<file path="config.mk">
export PLATFORM = sky130hd
export DESIGN_NAME = ucode_store_loader
export DESIGN_NICKNAME = d
export VERILOG_FILES = /design/src/rtl/uls_pkg.sv /design/src/rtl/uls_index.sv /design/src/rtl/uls_commit.sv /design/src/rtl/ucode_store_loader.sv
export SDC_FILE = /design/constraint.sdc
export NUM_CORES = 1
export LEC_CHECK = 0
export ABC_AREA = 0
export BUFFER_PORTS_ARGS = -buffer_cell sky130_fd_sc_hd__buf_2
export CAP_MARGIN = 20
export CORE_ASPECT_RATIO = 0.75
export CORE_UTILIZATION = 47
export CTS_BUF_LIST = sky130_fd_sc_hd__clkbuf_16
export DETAILED_ROUTE_END_ITERATION = 8
export GPL_ROUTABILITY_DRIVEN = 1
export PLACE_DENSITY = 0.71
export SETUP_SLACK_MARGIN = 0.02
export SYNTH_ARGS = -nofsm -noshare
export SYNTH_HDL_FRONTEND = slang
export SYNTH_SLANG_ARGS = --single-unit
export TNS_END_PERCENT = 50
</file>
<file path="constraint.sdc">
create_clock -name clk -period 1.95 [get_ports clk]
set_clock_uncertainty 0.2 [all_clocks]
set_input_delay 0.195 -clock clk [delete_from_list [all_inputs] [get_ports clk]]
set_output_delay 0.195 -clock clk [all_outputs]
set_load 0.005 [all_outputs]
</file>
<file path="src/rtl/uls_pkg.sv">
package uls_pkg;
  localparam int OFF_W = 12;
  localparam logic [OFF_W-1:0] OFF_INDEX = 12'h000;
  localparam logic [OFF_W-1:0] OFF_LOWER = 12'h004;
  localparam logic [OFF_W-1:0] OFF_UPPER = 12'h008;
  localparam int INSN_W = 40;
  localparam int WORD_W = 42;

  function automatic logic even_par20(input logic [19:0] v);
    return ^v;
  endfunction

  function automatic logic [WORD_W-1:0] pack_word(input logic [31:0] lo,
                                                  input logic [7:0] hi);
    logic [INSN_W-1:0] insn;
    insn = {hi, lo};
    return {even_par20(insn[39:20]), even_par20(insn[19:0]), insn};
  endfunction
endpackage

</file>
<file path="src/rtl/uls_index.sv">
module uls_index #(
  parameter int DEPTH = 4096,
  parameter int AW = $clog2(DEPTH)
) (
  input  logic          clk,
  input  logic          rst_n,
  input  logic          load,
  input  logic          load_prog,
  input  logic [AW-1:0] load_idx,
  input  logic          step,
  output logic [AW-1:0] idx,
  output logic          prog,
  output logic          wrap_evt
);
  localparam logic [AW-1:0] LAST = AW'(DEPTH - 1);

  logic [AW-1:0] idx_next;

  assign wrap_evt = step && (idx == LAST);
  assign idx_next = wrap_evt ? '0 : idx + AW'(1);

  always_ff @(posedge clk or negedge rst_n) begin
    if (!rst_n) begin
      idx  <= '0;
      prog <= 1'b0;
    end else if (load) begin
      idx  <= load_idx;
      prog <= load_prog;
    end else if (step) begin
      idx <= idx_next;
    end
  end
endmodule

</file>
<file path="src/rtl/uls_commit.sv">
module uls_commit
  import uls_pkg::*;
#(
  parameter int AW = 12
) (
  input  logic              clk,
  input  logic              rst_n,
  input  logic              commit,
  input  logic [AW-1:0]     idx,
  input  logic [31:0]       lower,
  input  logic [7:0]        upper,
  output logic              we,
  output logic [AW-1:0]     addr,
  output logic [WORD_W-1:0] wdata
);
  always_ff @(posedge clk or negedge rst_n) begin
    if (!rst_n) begin
      we    <= 1'b0;
      addr  <= '0;
      wdata <= '0;
    end else begin
      we <= commit;
      if (commit) begin
        addr  <= idx;
        wdata <= pack_word(lower, upper);
      end
    end
  end
endmodule

</file>
<file path="src/rtl/ucode_store_loader.sv">
module ucode_store_loader
  import uls_pkg::*;
#(
  parameter int DEPTH = 4096,
  parameter int AW = $clog2(DEPTH)
) (
  input  logic              clk,
  input  logic              rst_n,
  input  logic              reg_wr,
  input  logic              reg_rd,
  input  logic [OFF_W-1:0]  reg_off,
  input  logic [31:0]       reg_wdata,
  output logic [31:0]       reg_rdata,
  output logic              cs_we,
  output logic [AW-1:0]     cs_addr,
  output logic [WORD_W-1:0] cs_wdata
);
  logic          wr_index, wr_lower, wr_upper;
  logic          commit_evt, wrap_evt, prog_q;
  logic [AW-1:0] idx_q;
  logic [31:0]   lower_q;
  logic [31:0]   index_view;

  assign wr_index   = reg_wr && (reg_off == OFF_INDEX);
  assign wr_lower   = reg_wr && (reg_off == OFF_LOWER);
  assign wr_upper   = reg_wr && (reg_off == OFF_UPPER);
  assign commit_evt = wr_upper && prog_q;

  uls_index #(.DEPTH(DEPTH), .AW(AW)) u_index (
    .clk      (clk),
    .rst_n    (rst_n),
    .load     (wr_index),
    .load_prog(reg_wdata[31]),
    .load_idx (reg_wdata[AW-1:0]),
    .step     (commit_evt),
    .idx      (idx_q),
    .prog     (prog_q),
    .wrap_evt (wrap_evt)
  );

  uls_commit #(.AW(AW)) u_commit (
    .clk   (clk),
    .rst_n (rst_n),
    .commit(commit_evt),
    .idx   (idx_q),
    .lower (lower_q),
    .upper (reg_wdata[7:0]),
    .we    (cs_we),
    .addr  (cs_addr),
    .wdata (cs_wdata)
  );

  always_comb begin
    index_view = '0;
    index_view[AW-1:0] = idx_q;
    index_view[31] = prog_q;
  end

  always_ff @(posedge clk or negedge rst_n) begin
    if (!rst_n) begin
      lower_q   <= '0;
      reg_rdata <= '0;
    end else begin
      if (wr_lower) lower_q <= reg_wdata;
      if (reg_rd) reg_rdata <= (reg_off == OFF_INDEX) ? index_view : 32'h0;
    end
  end
endmodule

</file>
==> impl_metrics.py <==
metrics = {
    "setup_path": {
        "cpPeakStageDelay_ns": 0.39,
        "cp-start-kind": "flip-flop",
        "crit_required_ns": 2.05,
        "critPathTopFamily": "simple AND/OR/NAND/NOR gates",
        "crit_type": "flip-flop to flip-flop",
        "cp-end-kind": "flip-flop",
        "crit_chain": "ha_4, nand3_4, buf_4, or3_1, o21ai_1, a31oi_1, a21o_1",
        "worst-path-max-fanout": 5,
        "crit_buf_inv": 1,
        "arrival_ns": 2.01,
        "slowest_stage": "dfrtp_1",
    },
    "synthesis": {
        "synth-simple-area-share_pct": 5.517,
        "synth-xor-area-share_pct": 6.809,
        "syn_avg_cell_area_um2": 13.64,
        "synth_seq_area_share_pct": 56.16,
        "mappedNetlistArea_um2": 5035,
        "synth-compound-area-share_pct": 7.704,
        "yosys_warnings": 0,
        "synth_top_family_by_area": "multiplexers",
        "synth_edf_count": 0,
        "yosys_register_bits": 113,
        "syn_inst": 369,
        "synth.distinct_cells": 41,
        "synthFlopType": "dfrtp_1",
        "synthArstFlopShare_pct": 100.0,
        "synthMuxAreaShare_pct": 19.01,
        "synth_fa_ha_area_share_pct": 0.2485,
    },
    "grt": {
        "grt_antenna_before_repair": 0,
        "grt.total_usage_pct": 22.89,
        "overflow": 0,
        "grt_pass1_vias": 3739,
        "grt_pass1_wl_mm": 19.06,
        "grt_max_degree": 37,
    },
    "status": {
        "status": "completed",
    },
    "clock_network": {
        "cts_tree": "built",
        "numClockSinks": 113,
        "cts_max_path_buffers": 2,
        "cts_buffers": 17,
        "cts_root_buffer": "clkbuf_16",
        "clkLatencyLatePin_ns": 0.40,
        "path_clk_slew_ns": 0.06,
        "htree_levels": 4,
        "cts_setup_buffers": 0,
    },
    "routing": {
        "routedWlPerCell_um": 16.47,
        "drtPass1Iterations": 4,
        "drtAntennaViolNets": 0,
        "drt_iter0_drc": 156,
        "wl_mm": 11.51,
        "drc": 0,
        "vias_per_cell": 5.104,
        "vias": 3568,
    },
    "pwr": {
        "p_leak_nw": 3.620,
        "powerDensity_nw_per_um2": 783.1,
        "peakVddDrop_mv": 0.5003,
        "p_total_mw": 5.353,
    },
    "finish": {
        "nNetsFinal": 600,
        "antenna_cells": 0,
        "drive_above_1_share_pct": 48.31,
        "areaGrowthSynthToFinish_pct": 35.79,
        "final_cell_mix": "114 x buf_2, 113 x dfrtp_1, 84 x mux2_2",
        "multi_input_area_um2": 2116,
        "final_cell_count_no_fill": 699,
        "design_area_um2": 6837,
        "layout_commonest_cell": "buf_2",
        "nFillCells": 780,
        "seq_area_um2": 2828,
    },
    "timing": {
        "fmax_ghz": 0.5218,
        "final_hold_viol_count": 0,
        "rsz0062_at_grt": "true",
        "setup_viol": 0,
        "period_share_pct": 98.28,
        "final.setup.tns_ns": 0,
        "drv_slew": 0,
        "min_period_ns": 1.916,
        "fin_ws_ns": 0.03351,
    },
    "min_path": {
        "min_path_type": "input port to flip-flop",
    },
    "die": {
        "rows": 32,
        "start_util_pct": 48.74,
        "coreArea_um2": 10330,
        "die_w_um": 121.5,
        "die-height_um": 91.64,
        "dieArea_um2": 11130,
        "ios": 135,
    },
    "place": {
        "place_ws_ns": -0.1300,
        "gp_congestion": 0.8713,
        "dp.cells": 636,
        "dp_hpwl_mm": 8.246,
        "io_buffers": 115,
        "placed_area_um2": 5964,
    },
    "job": {
        "drv_cap": 0,
    },
}
-- stage by stage --
| step | util [%] | hold slack, ns |
|---|---|---|
| 2_1_floorplan | - | -0.3006 |
| 3_3_place_gp | 57.74 | -0.03662 |
| 3_5_place_dp | 57.74 | -0.03591 |
| 4_1_cts | 66.04 | 0.05329 |
| 5_1_grt | 66.18 | 0.06664 |
| 6_report | 66.18 | 0.05840 |
-- flip-flops by register name, summed over array words and instances (netlist names) --
name,flops
reg_rdata,13
u_commit.wdata,42
u_index.prog,1
u_commit.we,1
u_commit.addr,12
lower_q,32
u_index.idx,12
-- cells by family after synthesis --
logic type,Yosys count
compound gates,51
fa+ha+maj,1
mux,85
xor+xnor,36
flops,113
buf+inv,35
other cells,1
simple gates,47
-- routing by layer --
metal  vias up  track usage (%)  part of all wire [%]
met5         -                0                     0
met2       109            34.80                    47
met3        12            7.338                   6.4
met1      1783            30.88                    46
li1       1664                -                     -
met4         0            7.819                   1.1
-- repair_timing --
item,in CTS,in global routing
hold endpoints to repair,162,0
endpoints found under the setup margin,3,7
gates cloned,0,0
pin swaps,1,2
gates resized for setup,1,3
hold buffers,32,0
-- cells in the mapped netlist, types with 5 or more instances --
library cell | n | share of area [%]
nand2_1 | 14 | 1.0
a21o_1 | 7 | 1.0
mux2_2 | 84 | 19
xnor2_1 | 32 | 5.6
nor2_1 | 9 | 0.67
buf_2 | 9 | 0.89
a22o_1 | 14 | 2.4
o21ai_0 | 8 | 0.80
dfrtp_1 | 113 | 56
a21oi_1 | 5 | 0.50
buf_4 | 22 | 3.3
-- worst min-delay path: stages --
cell and delay, ns:
buf_2 0.14, buf_4 0.15, mux2_2 0.14
-- final cells by class --
class	instances	share of cell area, %
clock buffer	17	6.223
clock inverter	14	1.464
inverter	3	0.1647
multi-input combinational	239	30.95
sequential	113	41.36
tap	136	2.489
timing repair buffer	177	17.35
-- path summary, 6_finish.rpt --
path / from / to / slack [ns] / cells after the start
worst max-delay path: u_index.idx[0] / u_index.idx[10] / 0.03 / 7
worst min-delay path: reg_wdata[0] / u_commit.wdata[32] / 0.06 / 3
worst max register to register: u_index.idx[0] / u_index.idx[10] / 0.03 / 7
worst min register to register: u_commit.addr[9] / u_commit.addr[9] / 0.30 / 1
max in group asynchronous: rst_n / u_commit.wdata[18] / 0.88 / 3
min in group asynchronous: rst_n / u_index.idx[8] / 0.08 / 2
-- power breakdown --
group / leakage (nW) / internal, mW / switching [mW]
sequential: 1.58 / 2.35 / 0.00405
combinational: 1.78 / 0.129 / 0.135
clock: 0.260 / 1.71 / 1.03
(Power assumes the default switching activity.)
